## config.mk

```make
export PLATFORM = sky130hd
export DESIGN_NAME = prio_irq_ctrl
export DESIGN_NICKNAME = d
export VERILOG_FILES = /design/src/rtl/irq_pkg.sv /design/src/rtl/irq_src_state.sv /design/src/rtl/irq_pick.sv /design/src/rtl/prio_irq_ctrl.sv
export SDC_FILE = /design/constraint.sdc
export NUM_CORES = 1
export LEC_CHECK = 0
export CAP_MARGIN = 20
export CORE_UTILIZATION = 50
export CTS_BUF_LIST = sky130_fd_sc_hd__clkbuf_8 sky130_fd_sc_hd__clkbuf_16
export CTS_CLUSTER_DIAMETER = 200
export DETAILED_ROUTE_END_ITERATION = 10
export PLACE_DENSITY = 0.81
export SLEW_MARGIN = 5
export SYNTH_ARGS = -nofsm -noshare
export SYNTH_HDL_FRONTEND = slang
export SYNTH_SLANG_ARGS = --single-unit
```

## constraint.sdc

```tcl
create_clock -name clk -period 8.7 [get_ports clk]
set_input_delay 0.87 -clock clk [delete_from_list [all_inputs] [get_ports clk]]
set_output_delay 0.87 -clock clk [all_outputs]
set_load 0.05 [all_outputs]
```

## src/rtl/irq_pkg.sv

```systemverilog
// Package: shared constants and helpers for the priority interrupt controller.
// Assumes pending and enable state are grouped in 32-bit words.
package irq_pkg;
    localparam int WORD_W = 32;
    localparam int BIT_W  = 5;

    // Index of the least significant set bit; 0 when the word is empty.
    function automatic logic [BIT_W-1:0] lowest_bit(input logic [WORD_W-1:0] v);
        logic [BIT_W-1:0] r;
        r = '0;
        for (int i = WORD_W - 1; i >= 0; i--) begin
            if (v[i]) r = BIT_W'(i);
        end
        return r;
    endfunction
endpackage

```

## src/rtl/irq_src_state.sv

```systemverilog
// Module: keeps the pending and in-service bit of every source.
// Assumes bit 0 (the "no interrupt" ID) is never set. A claim overrides a
// request or completion for the same source in the same cycle.
module irq_src_state #(
    parameter int NUM_SRC = 64,
    localparam int ID_W   = $clog2(NUM_SRC)
) (
    input  logic               clk,
    input  logic               rst_n,
    input  logic [NUM_SRC-1:1] req_i,
    input  logic               take_en_i,
    input  logic [ID_W-1:0]    take_id_i,
    input  logic               done_en_i,
    input  logic [ID_W-1:0]    done_id_i,
    output logic [NUM_SRC-1:0] pend_o,
    output logic [NUM_SRC-1:0] busy_o
);
    // Per-source update: latch requests, claim and complete.
    always_ff @(posedge clk) begin
        if (!rst_n) begin
            pend_o <= '0;
            busy_o <= '0;
        end else begin
            for (int n = 1; n < NUM_SRC; n++) begin
                if (take_en_i && take_id_i == ID_W'(n)) begin
                    pend_o[n] <= 1'b0;
                    busy_o[n] <= 1'b1;
                end else begin
                    if (req_i[n] && !busy_o[n]) pend_o[n] <= 1'b1;
                    if (done_en_i && done_id_i == ID_W'(n)) busy_o[n] <= 1'b0;
                end
            end
        end
    end
endmodule

```

## src/rtl/irq_pick.sv

```systemverilog
// Module: combinational winner selection.
// Each pending word offers its lowest set bit, and only if that bit is enabled.
// Words are scanned in ascending order against a running maximum that
// starts at the threshold. A strictly greater priority replaces it.
module irq_pick #(
    parameter int NUM_SRC = 64,
    parameter int PRIO_W  = 3,
    localparam int ID_W   = $clog2(NUM_SRC),
    localparam int NWORDS = NUM_SRC / irq_pkg::WORD_W
) (
    input  logic [NUM_SRC-1:0]             pend_i,
    input  logic [NUM_SRC-1:0]             en_i,
    input  logic [NUM_SRC-1:0][PRIO_W-1:0] prio_i,
    input  logic [PRIO_W-1:0]              thr_i,
    output logic [ID_W-1:0]                best_id_o,
    output logic                           best_vld_o
);
    import irq_pkg::*;

    logic [NWORDS-1:0]             cand_vld;
    logic [NWORDS-1:0][ID_W-1:0]   cand_id;
    logic [NWORDS-1:0][PRIO_W-1:0] cand_prio;

    for (genvar w = 0; w < NWORDS; w++) begin : g_word
        logic [BIT_W-1:0] idx;
        // Lowest pending bit of this word is its only candidate.
        assign idx          = lowest_bit(pend_i[w*WORD_W +: WORD_W]);
        assign cand_vld[w]  = (|pend_i[w*WORD_W +: WORD_W]) && en_i[w*WORD_W + int'(idx)];
        assign cand_id[w]   = ID_W'(w*WORD_W) + ID_W'(idx);
        assign cand_prio[w] = prio_i[w*WORD_W + int'(idx)];
    end

    // Ascending scan with a strict-greater running maximum.
    always_comb begin
        logic [PRIO_W-1:0] run;
        run        = thr_i;
        best_id_o  = '0;
        best_vld_o = 1'b0;
        for (int w = 0; w < NWORDS; w++) begin
            if (cand_vld[w] && cand_prio[w] > run) begin
                run        = cand_prio[w];
                best_id_o  = cand_id[w];
                best_vld_o = 1'b1;
            end
        end
    end
endmodule

```

## src/rtl/prio_irq_ctrl.sv

```systemverilog
// Module: top of the priority interrupt controller. It decodes the register
// bus, holds priority, enable and threshold state, and wires together the
// source state and the selector. Assumes NUM_SRC is a multiple of 32 and a
// power of two, and that the bus makes at most one access per cycle.
module prio_irq_ctrl #(
    parameter int NUM_SRC  = 64,
    parameter int PRIO_W   = 3,
    parameter int ADDR_W   = 9,
    parameter int ENA_BASE = 'h100,
    parameter int THR_ADDR = 'h140,
    parameter int CLM_ADDR = 'h141,
    localparam int ID_W    = $clog2(NUM_SRC),
    localparam int NWORDS  = NUM_SRC / irq_pkg::WORD_W,
    localparam int WIDX_W  = (NWORDS > 1) ? $clog2(NWORDS) : 1
) (
    input  logic               clk,
    input  logic               rst_n,
    input  logic [NUM_SRC-1:1] src_req_i,
    input  logic               bus_valid_i,
    input  logic               bus_write_i,
    input  logic [ADDR_W-1:0]  bus_addr_i,
    input  logic [31:0]        bus_wdata_i,
    output logic [31:0]        bus_rdata_o,
    output logic               irq_o,
    output logic [ID_W-1:0]    irq_id_o
);
    import irq_pkg::*;

    logic [NUM_SRC-1:0][PRIO_W-1:0] prio_q;
    logic [NUM_SRC-1:0]             en_q;
    logic [PRIO_W-1:0]              thr_q;
    logic [NUM_SRC-1:0]             pend_q;
    logic [NUM_SRC-1:0]             claimed_q;

    logic              wr, rd, prio_hit, ena_hit, thr_hit, clm_hit;
    logic [ID_W-1:0]   prio_src;
    logic [WIDX_W-1:0] widx;
    logic [31:0]       rd_val;
    logic              take_en, done_en;

    // Address decode for the three register groups and the claim register.
    assign wr       = bus_valid_i && bus_write_i;
    assign rd       = bus_valid_i && !bus_write_i;
    assign prio_hit = bus_addr_i < ADDR_W'(NUM_SRC - 1);
    assign ena_hit  = bus_addr_i >= ADDR_W'(ENA_BASE) && bus_addr_i < ADDR_W'(ENA_BASE + NWORDS);
    assign thr_hit  = bus_addr_i == ADDR_W'(THR_ADDR);
    assign clm_hit  = bus_addr_i == ADDR_W'(CLM_ADDR);
    assign prio_src = ID_W'(bus_addr_i + ADDR_W'(1));
    assign widx     = WIDX_W'(bus_addr_i - ADDR_W'(ENA_BASE));
    assign take_en  = rd && clm_hit && irq_o;
    assign done_en  = wr && clm_hit;

    // Configuration registers: priorities (low bits only), enables, threshold.
    always_ff @(posedge clk) begin
        if (!rst_n) begin
            prio_q <= '0;
            en_q   <= '0;
            thr_q  <= '0;
        end else if (wr) begin
            if (prio_hit) begin
                for (int n = 1; n < NUM_SRC; n++) begin
                    if (prio_src == ID_W'(n)) prio_q[n] <= bus_wdata_i[PRIO_W-1:0];
                end
            end
            if (ena_hit) begin
                for (int w = 0; w < NWORDS; w++) begin
                    if (widx == WIDX_W'(w)) en_q[w*WORD_W +: WORD_W] <= bus_wdata_i;
                end
            end
            if (thr_hit) thr_q <= bus_wdata_i[PRIO_W-1:0];
        end
    end

    // Read data selection; the claim register returns the current winner.
    always_comb begin
        rd_val = '0;
        if (prio_hit)     rd_val = 32'(prio_q[prio_src]);
        else if (ena_hit) rd_val = en_q[int'(widx)*WORD_W +: WORD_W];
        else if (thr_hit) rd_val = 32'(thr_q);
        else if (clm_hit) rd_val = 32'(irq_id_o);
    end

    // Registered read data, one cycle after the strobe.
    always_ff @(posedge clk) begin
        if (!rst_n)  bus_rdata_o <= '0;
        else if (rd) bus_rdata_o <= rd_val;
    end

    irq_src_state #(.NUM_SRC(NUM_SRC)) u_state (
        .clk       (clk),
        .rst_n     (rst_n),
        .req_i     (src_req_i),
        .take_en_i (take_en),
        .take_id_i (irq_id_o),
        .done_en_i (done_en),
        .done_id_i (bus_wdata_i[ID_W-1:0]),
        .pend_o    (pend_q),
        .busy_o    (claimed_q)
    );

    irq_pick #(.NUM_SRC(NUM_SRC), .PRIO_W(PRIO_W)) u_pick (
        .pend_i     (pend_q),
        .en_i       (en_q),
        .prio_i     (prio_q),
        .thr_i      (thr_q),
        .best_id_o  (irq_id_o),
        .best_vld_o (irq_o)
    );
endmodule

```

==> impl_metrics.toml, run 1 <==
[synthesis]
yosysUniqueCellTypes = 83
synth_nets = 2954
synth_edf_count = 0
syn_avg_cell_area_um2 = 7.92
ys_ff_latch = 414
synthFlopType = "dfxtp_1"
synth_warnings = 0
synthArstFlopShare_pct = 0
syn-cell-area_mm2 = 0.0225
postSynthCellCount = 2835
seq_area_frac_synth_pct = 36.9

[finish]
final_common_cell = "nand2_1"
fillers = 3870
nets = 2984
mostFrequentLayoutCells = "552 x nand2_1, 413 x dfxtp_1, 359 x o21ai_0"
drive_gt1_share_pct = 8.91
regArea_mm2 = 0.00829
design_area_mm2 = 0.0260
layout.cells.non_filler = 3490
multi_input_area_mm2 = 0.0134
syn_to_final_growth_pct = 15.7

[die]
die_h_um = 214
fp-row-count = 77
die-area_mm2 = 0.0458
ios = 147
die_w_um = 214
core_mm2 = 0.0442
initial_core_util_pct = 50.8

[clock_tree]
cts_tree = "done"
cts_root_buffer = "clkbuf_16"
cts-buffers-inserted = 45
postCtsHoldBufs = 0
clk_pin_slew_worst_paths_ns = 0.06
htree_levels = 2
clockBufferDepth = 3
clkSinkCount = 414
clkLatencyLatePin_ns = 0.60

[power]
p_leak_nw = 8.80
totalPowerFinal_mw = 4.67
seqPwrFrac_pct = 41.7
ir_drop_mv = 0.161
clockPowerShare_pct = 41.6
switching_share_pct = 28.7
power.switching_mw = 1.34
intPower_mw = 3.33
p_per_area_mw_per_mm2 = 180
comb_power_share_pct = 16.7

[global_routing]
grt_max_degree = 201
grt_first_pass_wirelength_mm = 120
grt_antenna_before_repair = 1
first_global_vias = 21200
grt.total_usage_pct = 33.1
overflow = 0

[critical_path]
crit_buf_inv = 3
slowest_stage = "or3_1"
worstPathArrival_ns = 7.58
crit_fanout = 24
r2r_slack_ns = 0.68
cp.depth = 33
cpPeakStageDelay_ns = 0.41
criticalPathCategory = "flop to output port"
crit_required_ns = 7.83
start_kind = "flop"
cp-end-kind = "output port"
reg2regPathDepth = 36
critical_path.top_delay_family = "compound AO/OA/AOI/OAI gates"
worstReg2RegStart = "u_state.pend_o[10]"
r2r-end = "u_state.pend_o[3]"
crit_top_cell = "a21oi_1"

[worst_hold_path]
holdPathStages = 2
holdPathEnd = "u_state.busy_o[8]"
min_path_type = "flop to flop"
min_from = "u_state.busy_o[8]"

[detailed_routing]
avgViaCountPerCell = 6.38
drt_pass1_iterations = 6
drt_iter0_markers = 3038
wire_per_inst_um = 22.5
drc = 0
via_count = 22300
routed_wl_mm = 78.6
postRouteAntennaNets = 0

[place]
dpl_cell_area_mm2 = 0.0242
globalplace.congestion = 0.995
dp_hpwl_mm = 53.6
io_buffer_count = 146
place_inst = 3395

[run_status]
outcome = "finished clean"

[timing]
finalSetupViolations = 0
holdWs_ns = 0.470
post-route-min-period_ns = 8.45
maxSlewHeadroom_pct = 23.5
fin_tns_setup_ns = 0
finClkSkew_ns = 0.0235
max_freq_mhz = 118
layout_worst_path_cycle_share_pct = 97.1
hold_violations = 0
slew_violations = 0
worstMarginPinSlew_ns = 1.15

[flow_run]
cap_violations = 0
-- tightest hold or removal path, stage by stage (launching register included) --
cell and delay (ns):
dfxtp_1 0.30, o21ai_0 0.06, a21boi_1 0.05
-- cell families after synthesis --
logic type      count (synthesis)  share of synthesized area (%)
simple gates                 1078                           21.6
compound gates                947                           27.3
flops                         414                           36.9
buf+inv                       251                           4.43
mux                           130                           9.02
fa+ha+maj                      11                          0.613
xor+xnor                        4                          0.156
-- power by group through the flow --
stage	registers, mW	logic (mW)	clock network [mW]
after global placement	1.99	0.700	0
after detailed placement	1.99	0.708	0
after global routing	1.95	0.820	2.02
final	1.95	0.781	1.94
after CTS	1.95	0.716	1.95
after floorplan	1.98	0.459	0
-- worst max path at each step --
stage / end / from
finish: irq_id_o[3] / u_state.pend_o[10]
global route: irq_id_o[3] / u_state.pend_o[10]
CTS: irq_id_o[3] / u_state.pend_o[6]
detailed placement: irq_id_o[0] / u_state.pend_o[10]
global placement: irq_id_o[0] / u_state.pend_o[10]
floorplan: irq_id_o[4] / u_state.pend_o[6]
-- cells in the mapped netlist (all sizes together) (4+ instances only) --
cell type / count / area (um2)
o211ai: 31 / 238
o311ai: 4 / 35.0
a221oi: 19 / 166
nor2: 168 / 647
and3: 22 / 143
or2: 5 / 31.3
or4: 14 / 120
a31oi: 7 / 43.8
a311oi: 5 / 43.8
a21o: 4 / 30.0
inv: 27 / 101
o31ai: 9 / 95.1
o21bai: 7 / 63.8
a21oi: 99 / 499
nand2b: 11 / 68.8
a211o: 4 / 35.0
a32oi: 4 / 35.0
buf: 59 / 273
o21ai: 365 / 1830
a21boi: 287 / 2160
dfxtp: 414 / 8290
nor3: 58 / 302
nor3b: 4 / 30.0
nand2: 553 / 2080
o211a: 8 / 80.1
mux2: 7 / 78.8
nand4: 6 / 37.5
a22o: 7 / 61.3
and2: 19 / 119
clkbuf: 165 / 621
o21a: 39 / 293
nor4: 21 / 138
nor2b: 103 / 644
mux4: 57 / 1280
nand3: 79 / 395
ha: 11 / 138
or3: 8 / 50.1
a211oi: 14 / 105
a2111oi: 5 / 43.8
mux2i: 66 / 664
-- metal layers --
layer  GRT usage [%]  part of all wire, %  up-vias
met5               0                0.014        -
met4            17.6                  5.2        2
met3            6.24                  9.6      275
met2            55.0                   47     1335
met1            40.6                   38    10600
li1                -                    -    10100
-- final cells by class --
class / count / share of cell area, %
Multi-Input combinational cell: 2171 / 51.4
Sequential cell: 414 / 31.9
Timing Repair Buffer: 206 / 7.80
Clock buffer: 54 / 4.90
Tap cell: 592 / 2.85
Clock inverter: 25 / 0.775
Inverter: 27 / 0.390
Antenna cell: 1 / 0.00963
-- timing repair --
item | in CTS | in global routing
gates resized for setup | 4 | 29
setup buffers | 0 | 12
endpoints found under the setup margin | 4 | 7
cloned | 0 | 1
pin swaps | 0 | 8
-- through the flow --
| stage | util, % | worst slack (ns) |
|---|---|---|
| finish | 58.8 | 0.250 |
| global route | 58.8 | -0.0365 |
| CTS | 58.1 | 0.0208 |
| detailed placement | 54.8 | 0.549 |
| global placement | 54.7 | 0.746 |
| floorplan | - | 0.681 |
-- state kept, by name, summed over array words and instances, names as in the netlist --
name and cells:
prio_q 189, en_q 64, u_state.busy_o 63, u_state.pend_o 63
bus_rdata_o 32, thr_q 3
Power figures use the tool's default switching activity.
==> run 2, diff against run 1 <==
--- a/config.mk
+++ b/config.mk
@@ -14,4 +14,5 @@
 export SLEW_MARGIN = 5
 export SYNTH_ARGS = -nofsm -noshare
 export SYNTH_HDL_FRONTEND = slang
+export SYNTH_HIERARCHICAL = 1
 export SYNTH_SLANG_ARGS = --single-unit
==> impl_metrics.toml, run 2 <==
[critical_path]
cp-startpoint = "u_state/pend_o[27]"
criticalPathCategory = "flop to output port"
r2r_slack_ns = 0.85
r2r-end = "u_state/busy_o[52]"
worstReg2RegStart = "u_state/pend_o[27]"
crit_required_ns = 7.83
start_kind = "flop"
endpoint = "irq_id_o[1]"
cpPeakStageDelay_ns = 0.64
worstPathArrival_ns = 7.50
cp-end-kind = "output port"
reg2regPathDepth = 31
slowest_stage = "a41oi_1"
crit_fanout = 18
crit_top_cell = "a21oi_1"

[power]
clockPowerShare_pct = 42.8
seqPwrFrac_pct = 43.8
p_per_area_mw_per_mm2 = 172
comb_power_share_pct = 13.4
intPower_mw = 3.23
ir_drop_mv = 0.120
p_leak_nw = 8.62
power.switching_mw = 1.22
totalPowerFinal_mw = 4.45
switching_share_pct = 27.3

[detailed_routing]
topRoutingLayerUsed = "met4"
drc = 0
via_count = 21600
avgViaCountPerCell = 6.37
wl_met2_mm = 34.4
wire_per_inst_um = 21.8
routed_wl_mm = 74.0
postRouteAntennaNets = 0
wl_met1_mm = 29.7
drt_pass1_iterations = 6
drt_iter0_markers = 2421
wl_met3_mm = 6.85

[die]
die_w_um = 215
core_mm2 = 0.0445
initial_core_util_pct = 51.0
die_h_um = 215
ios = 147
die-area_mm2 = 0.0463
fp-row-count = 77

[clock_tree]
clkLatencyLatePin_ns = 0.60
cts-buffers-inserted = 45
clk_pin_slew_worst_paths_ns = 0.06
cts_tree = "done"
clockBufferDepth = 3
postCtsHoldBufs = 0
htree_levels = 2
clkSinkCount = 414
cts_root_buffer = "clkbuf_16"

[timing]
layout_worst_path_cycle_share_pct = 96.2
fin_tns_setup_ns = 0
max_freq_mhz = 119
post-route-min-period_ns = 8.37
finClkSkew_ns = 0.0207
worstMarginPinSlew_ns = 1.27
slew_violations = 0
maxSlewHeadroom_pct = 14.2
finalSetupViolations = 0
hold_violations = 0
rsz0062_at_grt = "no"
fin_ws_ns = 0.330
holdWs_ns = 0.481

[finish]
num_antenna_cells = 0
regMostFlops = "prio_q"
design_area_mm2 = 0.0259
reg_top3 = "prio_q (189), en_q (64)"
mostFrequentLayoutCells = "549 x nand2_1, 414 x dfxtp_1, 350 x o21ai_0"
syn_to_final_growth_pct = 14.0
final_common_cell = "nand2_1"
layout.cells.non_filler = 3400
regArea_mm2 = 0.00829
largest_register_ffs = 189
multi_input_area_mm2 = 0.0134
fillers = 3832
nets = 2894
drive_gt1_share_pct = 9.65
fin_util_pct = 58.1

[synthesis]
syn_avg_cell_area_um2 = 8.23
syn-cell-area_mm2 = 0.0227
postSynthCellCount = 2757
synth_warnings = 6

[worst_hold_path]
min_path_type = "flop to flop"

[global_routing]
grt_antenna_before_repair = 0
grt_first_pass_wirelength_mm = 114
grt_max_degree = 187
first_global_vias = 20600
grt.total_usage_pct = 30.8
overflow = 0

[place]
dp_hpwl_mm = 49.2
pre_cts_slack_ns = 0.634
io_buffer_count = 146
globalplace.congestion = 0.956
dpl_cell_area_mm2 = 0.0243
place_inst = 3309

[run_status]
outcome = "finished clean"

[flow_run]
cap_violations = 0
-- run 2: critical path: cells and delay by family, from the launching register on --
| kind | cells | cell delay, ns |
|---|---|---|
| buffers and inverters | 3 | 0.41 |
| DFF | 1 | 0.34 |
| and+or+nand+nor | 5 | 1.25 |
| adders and majority gates | 2 | 0.50 |
| muxes | 3 | 0.93 |
| AOI/OAI and AO/OA | 15 | 3.45 |
-- run 2: cell type report --
cell class              count  area share, %
well taps                 592           2.86
multi-input cells        2096           51.7
repair buffers            197           7.43
inverters                  21          0.305
clock buffers              54           4.83
flip-flops and latches    414           32.0
clock inverters            26          0.822
-- run 2: power groups by stage --
| stage | Combinational [mW] | Sequential [mW] | Clock, mW |
|---|---|---|---|
| 2_1_floorplan | 0.368 | 1.98 | 0 |
| 3_3_place_gp | 0.551 | 1.99 | 0 |
| 3_5_place_dp | 0.558 | 1.99 | 0 |
| 4_1_cts | 0.562 | 1.95 | 1.91 |
| 5_1_grt | 0.622 | 1.95 | 1.99 |
| 6_report | 0.596 | 1.95 | 1.90 |
-- run 2: routing by layer --
layer  up-vias  global-route usage, %
met5         -                      0
met4         0                   13.5
met3       192                   4.88
met2      1190                   50.5
met1     10400                   40.0
li1       9824                      -
-- run 2: worst min-delay path by stage --
| stage | start | end | slack, ns | cells past startpoint |
|---|---|---|---|---|
| 3_5_place_dp | u_state/busy_o[2] | u_state/busy_o[2] | 0.47 | 2 |
| 6_report | u_state/busy_o[10] | u_state/busy_o[10] | 0.48 | 2 |
| 5_1_grt | prio_q[150] | prio_q[150] | 0.50 | 2 |
| 4_1_cts | u_state/busy_o[10] | u_state/busy_o[10] | 0.48 | 2 |
| 3_3_place_gp | u_state/busy_o[4] | u_state/busy_o[4] | 0.46 | 2 |
| 2_1_floorplan | en_q[62] | en_q[62] | 0.45 | 2 |
-- run 2: what timing repair did --
| item | CTS | global route |
|---|---|---|
| buffers inserted | 0 | 9 |
| endpoints found under the setup margin | 0 | 6 |
| gates resized for setup | 0 | 4 |
